===== src/rtl/ccs_pkg.sv =====
package ccs_pkg;

  // Step controller states; encoding is free, nothing outside decodes it.
  typedef enum logic [1:0] {
    ST_IDLE     = 2'd0,
    ST_RUN_PER  = 2'd1,
    ST_RUN_APER = 2'd2,
    ST_OVERRUN  = 2'd3
  } ccs_state_e;

endpackage


===== src/rtl/ccs_rst_sync.sv =====
module ccs_rst_sync #(
  parameter int STAGES = 2
) (
  input  logic clk,
  input  logic rst_n,
  output logic rst_sync_n
);

  logic [STAGES-1:0] sync_q;

  always_ff @(posedge clk or negedge rst_n) begin
    if (!rst_n) begin
      sync_q <= '0;
    end else begin
      sync_q <= {sync_q[STAGES-2:0], 1'b1};
    end
  end

  assign rst_sync_n = sync_q[STAGES-1];

endmodule


===== src/rtl/ccs_cfg_regs.sv =====
module ccs_cfg_regs #(
  parameter int CNT_W = 16
) (
  input  logic             clk,
  input  logic             rst_n,
  input  logic             busy_i,
  input  logic [CNT_W-1:0] wdata_i,
  input  logic             run_wr_i,
  input  logic             lim_wr_i,
  output logic [CNT_W-1:0] run_len_o,
  output logic [CNT_W-1:0] lim_o
);

  logic             run_ce;
  logic             lim_ce;
  logic [CNT_W-1:0] run_q;
  logic [CNT_W-1:0] lim_q;

  // Host writes only land between steps.
  assign run_ce = run_wr_i && !busy_i;
  assign lim_ce = lim_wr_i && !busy_i;

  always_ff @(posedge clk or negedge rst_n) begin
    if (!rst_n) begin
      run_q <= '0;
    end else if (run_ce) begin
      run_q <= wdata_i;
    end
  end

  always_ff @(posedge clk or negedge rst_n) begin
    if (!rst_n) begin
      lim_q <= '0;
    end else if (lim_ce) begin
      lim_q <= wdata_i;
    end
  end

  assign run_len_o = run_q;
  assign lim_o     = lim_q;

  // configuration cannot move under a running step
  a_r2_cfg_frozen: assert property (@(posedge clk) disable iff (!rst_n)
    busy_i |=> ($stable(run_q) && $stable(lim_q)));

endmodule


===== src/rtl/ccs_step_counter.sv =====
module ccs_step_counter #(
  parameter int CNT_W = 16
) (
  input  logic             clk,
  input  logic             rst_n,
  input  logic             clr_i,
  input  logic             en_i,
  input  logic [CNT_W-1:0] run_len_i,
  input  logic [CNT_W-1:0] lim_i,
  output logic             last_run_o,
  output logic             last_lim_o
);

  localparam logic [CNT_W-1:0] CNT_MAX = {CNT_W{1'b1}};
  localparam logic [CNT_W-1:0] ONE     = {{(CNT_W-1){1'b0}}, 1'b1};

  logic [CNT_W-1:0] cnt_q;
  logic [CNT_W-1:0] cnt_d;
  logic             cnt_ce;

  // Enabled cycles already completed in the current step; saturates so an
  // unlimited open-ended step never wraps back to zero.
  always_comb begin
    cnt_ce = clr_i || (en_i && (cnt_q != CNT_MAX));
    if (clr_i) begin
      cnt_d = '0;
    end else begin
      cnt_d = cnt_q + ONE;
    end
  end

  always_ff @(posedge clk or negedge rst_n) begin
    if (!rst_n) begin
      cnt_q <= '0;
    end else if (cnt_ce) begin
      cnt_q <= cnt_d;
    end
  end

  // Current cycle is the final one of a fixed-length step / of the budget.
  assign last_run_o = (cnt_q == (run_len_i - ONE));
  assign last_lim_o = (lim_i != '0) && (cnt_q == (lim_i - ONE));

  // an enabled cycle never lies beyond the cycle budget
  a_r7_within_budget: assert property (@(posedge clk) disable iff (!rst_n)
    (en_i && (lim_i != '0)) |-> (cnt_q < lim_i));

  // a fixed-length step never enables beyond its length
  a_r3_within_length: assert property (@(posedge clk) disable iff (!rst_n)
    (en_i && (run_len_i != '0)) |-> (cnt_q < run_len_i));

  // once enabled, the count only moves forward (no restart mid-step)
  a_r10_no_restart: assert property (@(posedge clk) disable iff (!rst_n)
    en_i |=> (cnt_q != '0));

endmodule


===== src/rtl/ccs_ctrl_fsm.sv =====
module ccs_ctrl_fsm
  import ccs_pkg::*;
(
  input  logic clk,
  input  logic rst_n,
  input  logic start_i,
  input  logic ovr_clr_i,
  input  logic dut_done_i,
  input  logic run_nz_i,
  input  logic last_run_i,
  input  logic last_lim_i,
  output logic cnt_clr_o,
  output logic dut_en_o,
  output logic busy_o,
  output logic overrun_o
);

  ccs_state_e state_q;
  ccs_state_e state_d;

  always_comb begin
    state_d   = state_q;
    cnt_clr_o = 1'b0;
    unique case (state_q)
      ST_IDLE: begin
        if (start_i) begin
          cnt_clr_o = 1'b1;
          state_d   = run_nz_i ? ST_RUN_PER : ST_RUN_APER;
        end
      end
      ST_RUN_PER: begin
        if (last_run_i) begin
          state_d = ST_IDLE;
        end else if (last_lim_i) begin
          state_d = ST_OVERRUN;
        end
      end
      ST_RUN_APER: begin
        // completion in the final budget cycle still counts as on time
        if (dut_done_i) begin
          state_d = ST_IDLE;
        end else if (last_lim_i) begin
          state_d = ST_OVERRUN;
        end
      end
      ST_OVERRUN: begin
        if (ovr_clr_i) begin
          state_d = ST_IDLE;
        end
      end
      default: state_d = ST_IDLE;
    endcase
  end

  always_ff @(posedge clk or negedge rst_n) begin
    if (!rst_n) begin
      state_q <= ST_IDLE;
    end else begin
      state_q <= state_d;
    end
  end

  assign dut_en_o  = (state_q == ST_RUN_PER) || (state_q == ST_RUN_APER);
  assign busy_o    = dut_en_o;
  assign overrun_o = (state_q == ST_OVERRUN);

  // overrun flag holds until the host clears it
  a_r8_ovr_sticky: assert property (@(posedge clk) disable iff (!rst_n)
    (overrun_o && !ovr_clr_i) |=> overrun_o);

  // the model is never enabled while an overrun is flagged
  a_r7_ovr_disables: assert property (@(posedge clk) disable iff (!rst_n)
    overrun_o |-> !dut_en_o);

  // handshake during an open-ended step ends it on that edge
  a_r4_done_ends: assert property (@(posedge clk) disable iff (!rst_n)
    ((state_q == ST_RUN_APER) && dut_done_i) |=> (state_q == ST_IDLE));

  // a start during overrun does not launch a step
  a_r9_start_blocked: assert property (@(posedge clk) disable iff (!rst_n)
    (overrun_o && start_i && !ovr_clr_i) |=> !dut_en_o);

endmodule


===== src/rtl/ccs_step_sync.sv =====
module ccs_step_sync #(
  parameter int CNT_W = 16
) (
  input  logic             clk,
  input  logic             rst_n,
  input  logic [CNT_W-1:0] wdata_i,
  input  logic             run_wr_i,
  input  logic             lim_wr_i,
  input  logic             start_i,
  input  logic             ovr_clr_i,
  input  logic             dut_done_i,
  output logic             dut_en_o,
  output logic             busy_o,
  output logic             overrun_o
);

  logic             rst_sync_n;
  logic [CNT_W-1:0] run_len;
  logic [CNT_W-1:0] lim;
  logic             cnt_clr;
  logic             last_run;
  logic             last_lim;
  logic             en;
  logic             busy;

  ccs_rst_sync #(.STAGES(2)) u_rst (
    .clk        (clk),
    .rst_n      (rst_n),
    .rst_sync_n (rst_sync_n)
  );

  ccs_cfg_regs #(.CNT_W(CNT_W)) u_cfg (
    .clk       (clk),
    .rst_n     (rst_sync_n),
    .busy_i    (busy),
    .wdata_i   (wdata_i),
    .run_wr_i  (run_wr_i),
    .lim_wr_i  (lim_wr_i),
    .run_len_o (run_len),
    .lim_o     (lim)
  );

  ccs_step_counter #(.CNT_W(CNT_W)) u_cnt (
    .clk        (clk),
    .rst_n      (rst_sync_n),
    .clr_i      (cnt_clr),
    .en_i       (en),
    .run_len_i  (run_len),
    .lim_i      (lim),
    .last_run_o (last_run),
    .last_lim_o (last_lim)
  );

  ccs_ctrl_fsm u_fsm (
    .clk        (clk),
    .rst_n      (rst_sync_n),
    .start_i    (start_i),
    .ovr_clr_i  (ovr_clr_i),
    .dut_done_i (dut_done_i),
    .run_nz_i   (run_len != '0),
    .last_run_i (last_run),
    .last_lim_i (last_lim),
    .cnt_clr_o  (cnt_clr),
    .dut_en_o   (en),
    .busy_o     (busy),
    .overrun_o  (overrun_o)
  );

  assign dut_en_o = en;
  assign busy_o   = busy;

  // busy window coincides with the enable window
  a_r5_busy_tracks_en: assert property (@(posedge clk) disable iff (!rst_sync_n)
    busy_o == dut_en_o);

endmodule


===== config.mk =====
export PLATFORM = sky130hd
export DESIGN_NAME = ccs_step_sync
export DESIGN_NICKNAME = d
export VERILOG_FILES = /design/src/rtl/ccs_pkg.sv /design/src/rtl/ccs_rst_sync.sv /design/src/rtl/ccs_cfg_regs.sv /design/src/rtl/ccs_step_counter.sv /design/src/rtl/ccs_ctrl_fsm.sv /design/src/rtl/ccs_step_sync.sv
export SDC_FILE = /design/constraint.sdc
export NUM_CORES = 1
export LEC_CHECK = 0
export ABC_AREA = 1
export BUFFER_PORTS_ARGS = -buffer_cell sky130_fd_sc_hd__buf_4
export CAP_MARGIN = 5
export CORE_MARGIN = 1.5
export CORE_UTILIZATION = 55
export DETAILED_ROUTE_END_ITERATION = 8
export GPL_ROUTABILITY_DRIVEN = 0
export MAX_ROUTING_LAYER = met4
export PLACE_DENSITY = 0.73
export SETUP_SLACK_MARGIN = 0.02
export SLEW_MARGIN = 15
export SYNTH_ARGS = -nofsm -noshare
export SYNTH_HDL_FRONTEND = slang
export SYNTH_HIERARCHICAL = 1
export SYNTH_SLANG_ARGS = --single-unit

===== constraint.sdc =====
create_clock -name clk -period 1.79 [get_ports clk]
set_input_delay 0.0895 -clock clk [delete_from_list [all_inputs] [get_ports clk]]
set_output_delay 0.0895 -clock clk [all_outputs]
set_load 0.01 [all_outputs]

==> impl_metrics.yaml <==
run_status:
  status: "finished with violations"
  violations: "negative setup slack"
floorplan:
  dieHeight_um: 87.3
  initial_utilization: 0.572
  dieWidth_um: 87.3
  core_area_mm2: 0.00683
  dieArea_mm2: 0.00762
  placementRows: 30
  ios: 26
drt:
  vias: 3952
  wire_per_inst_um: 14.2
  drtIter0Drc: 299
  drc: 0
  routed_wl_mm: 10.6
  routed_via_density: 5.26
  drt_first_pass_iters: 5
  drtAntennaViolNets: 0
cts:
  h-tree-depth: 2
  ctsRootBufferMaster: "clkbuf_8"
  clock_path_buffers: 2
  clk_latency_ns: 0.31
  cts_tree: "built"
  cts_buffers: 5
  clkSinkCount: 52
  cts.clk_slew.worst_paths_ns: 0.10
grt:
  grt_pass1_vias: 3792
  grt_pass1_wl_mm: 17.8
  antenna_found_initial: 0
  grt_use_total: 0.311
  grt_max_degree: 51
  grt_overflow: 0
yosys:
  yosys.area.top_type_share: 0.333
  synth_nets: 601
  avgSynthCellArea_um2: 6.86
  ys_types: 36
  ys_warn_count: 6
  synth.area.top_cells: "dfrtp_1, nand2_1, nand3_1, nor2_1, xor2_1"
  synth-seq-cells: 52
  synth.cell_area_mm2: 0.00391
  ys_seq_area_frac: 0.333
  syn_inst: 570
  yosysTopAreaCell: "dfrtp_1"
power_and_ir_drop:
  p_seq_frac: 0.263
  combPwrFrac: 0.635
  p_sw_frac: 0.472
  switching_power_uw: 3900
  p_int_uw: 4360
  cellPowerDensity_mw_per_mm2: 1690
  pwr-share-clk: 0.102
  vdd_ir_drop_max_v: 0.00109
  power.leakage_uw: 0.00247
finish:
  area_delta_synth_final_pct: 25.0
  num-nets-final: 685
  layout_common_cells: "nand2_1, buf_4, nor2_1"
  finish.utilization: 0.715
  final_common_cell: "nand2_1"
  drive_gt1_frac: 0.270
  n_antenna_cell: 0
timing:
  fin_ws_ns: -0.189
  min_period_ns: 1.98
  fin_hold_ws_ns: 0.0237
  rsz0062_at_grt: "yes"
  slew_violations: 0
  skew_ns: 0.00621
  max_freq_mhz: 505
  setup_viol: 2
  hold_violations: 0
  post-route-period-util: 1.11
critical_path:
  critPathRequiredTime_ns: 2.04
  worstPathArrival_ns: 2.23
  cp-end-kind: "register"
  worstSetupPathType: "register to register"
  crit_path_start_kind: "register"
  cp_max_fo: 4
flow_run:
  cap_violations: 0
place:
  port_buffers: 25
  hpwl_mm: 7.98
min_path:
  hp-class: "primary input to register"
-- synthesized netlist by cell type, drive strengths merged --
cell    instances
nand2         199
nor2           81
nand3          65
inv            55
dfrtp          52
xor2           25
buf            17
o21ai          16
xnor2          11
a21oi           9
ha              8
nor3            8
nand4           7
o31ai           4
clkbuf          3
nand3b          3
or2             3
and2            1
conb            1
o21bai          1
xnor3           1
-- area by class of cell --
cell class	instances	area, µm²
multi-input combinational	443	2380
timing repair buffer	97	751
sequential	52	1310
tap	96	120
inverter	55	209
clock inverter	2	38.8
fill	567	1950
clock buffer	6	72.6
-- timing repair --
| item | 4_1_cts | 5_1_grt |
|---|---|---|
| buffers inserted | 8 | 1 |
| resized for setup | 29 | 15 |
| pin swaps | 22 | 8 |
| endpoints found under the setup margin | 2 | 22 |
| hold endpoints to repair | 2 | 0 |
| hold buffers | 1 | 0 |
-- through the flow --
| step | setup slack [ns] | TNS [ns] | power (µW) | instance area, µm² | cells |
|---|---|---|---|---|---|
| final | -0.189 | -0.363 | 8260 | 4880 | 751 |
| after global routing | -0.303 | -0.667 | 8990 | 4880 | 751 |
| after CTS | -0.121 | -0.225 | 8080 | 4840 | 750 |
| after detailed placement | -0.271 | -0.493 | 6870 | 4580 | 733 |
| after global placement | -0.147 | -0.264 | 6700 | 4580 | 733 |
| after floorplan | 0.0100 | 0 | 5240 | 3940 | 570 |
-- power by group through the flow --
stage	registers (µW)	clock network (µW)	logic [µW]
5_1_grt	2230	915	5850
3_3_place_gp	2100	0	4590
4_1_cts	2140	855	5090
6_report	2170	844	5250
3_5_place_dp	2130	0	4740
2_1_floorplan	2070	0	3170
-- state kept, by name, indices dropped and copies added (netlist names) --
name / count
u_fsm/state_q: 2
u_rst/sync_q: 2
u_cfg/run_len_o: 16
u_cfg/lim_o: 16
u_cnt/cnt_q: 16
-- logic make-up (layout without fill, tap and decap cells) --
kind of cell    count (synthesis)  count (layout)  share of synthesized area
fa+ha+maj                       8               8                     0.0256
xor+xnor                       37              37                     0.0865
buf+inv                        75             160                     0.0906
compound gates                 30              30                     0.0435
other cells                     1               1                   0.000960
simple gates                  367             367                      0.420
flops                          52              52                      0.333
-- path summary, 6_finish.rpt --
check	from	endpoint	slack, ns	depth (start not counted)
min in group asynchronous	rst_n	u_rst/sync_q[1]	0.08	2
setup reg to reg	u_cfg/lim_o[8]	u_fsm/state_q[0]	-0.19	12
hold reg to reg	u_rst/sync_q[1]	u_cfg/lim_o[6]	0.25	1
max in group asynchronous	u_rst/sync_q[1]	u_cnt/cnt_q[6]	1.29	1
hold / removal	wdata_i[8]	u_cfg/lim_o[8]	0.02	3
setup / recovery	u_cfg/lim_o[8]	u_fsm/state_q[0]	-0.19	12
-- worst max-delay path, stage by stage, from the launching register on --
cell and delay [ns]:
dfrtp_1 0.44, inv_1 0.09, nand2_1 0.07, nor2_1 0.20, nand2_2 0.11, or2_1 0.26, a21oi_2 0.14, nand3_1 0.10
nor2_2 0.18, nor2_1 0.07, nor2_1 0.08, nand2_1 0.07, a21oi_2 0.11
-- layer usage --
metal | global-route usage | wire length, µm
met2 | 0.517 | 5180
met5 | - | 0
met4 | 0.108 | 329
met3 | 0.0398 | 622
met1 | 0.389 | 4510
Note: power is estimated with default switching activity, not from simulation.
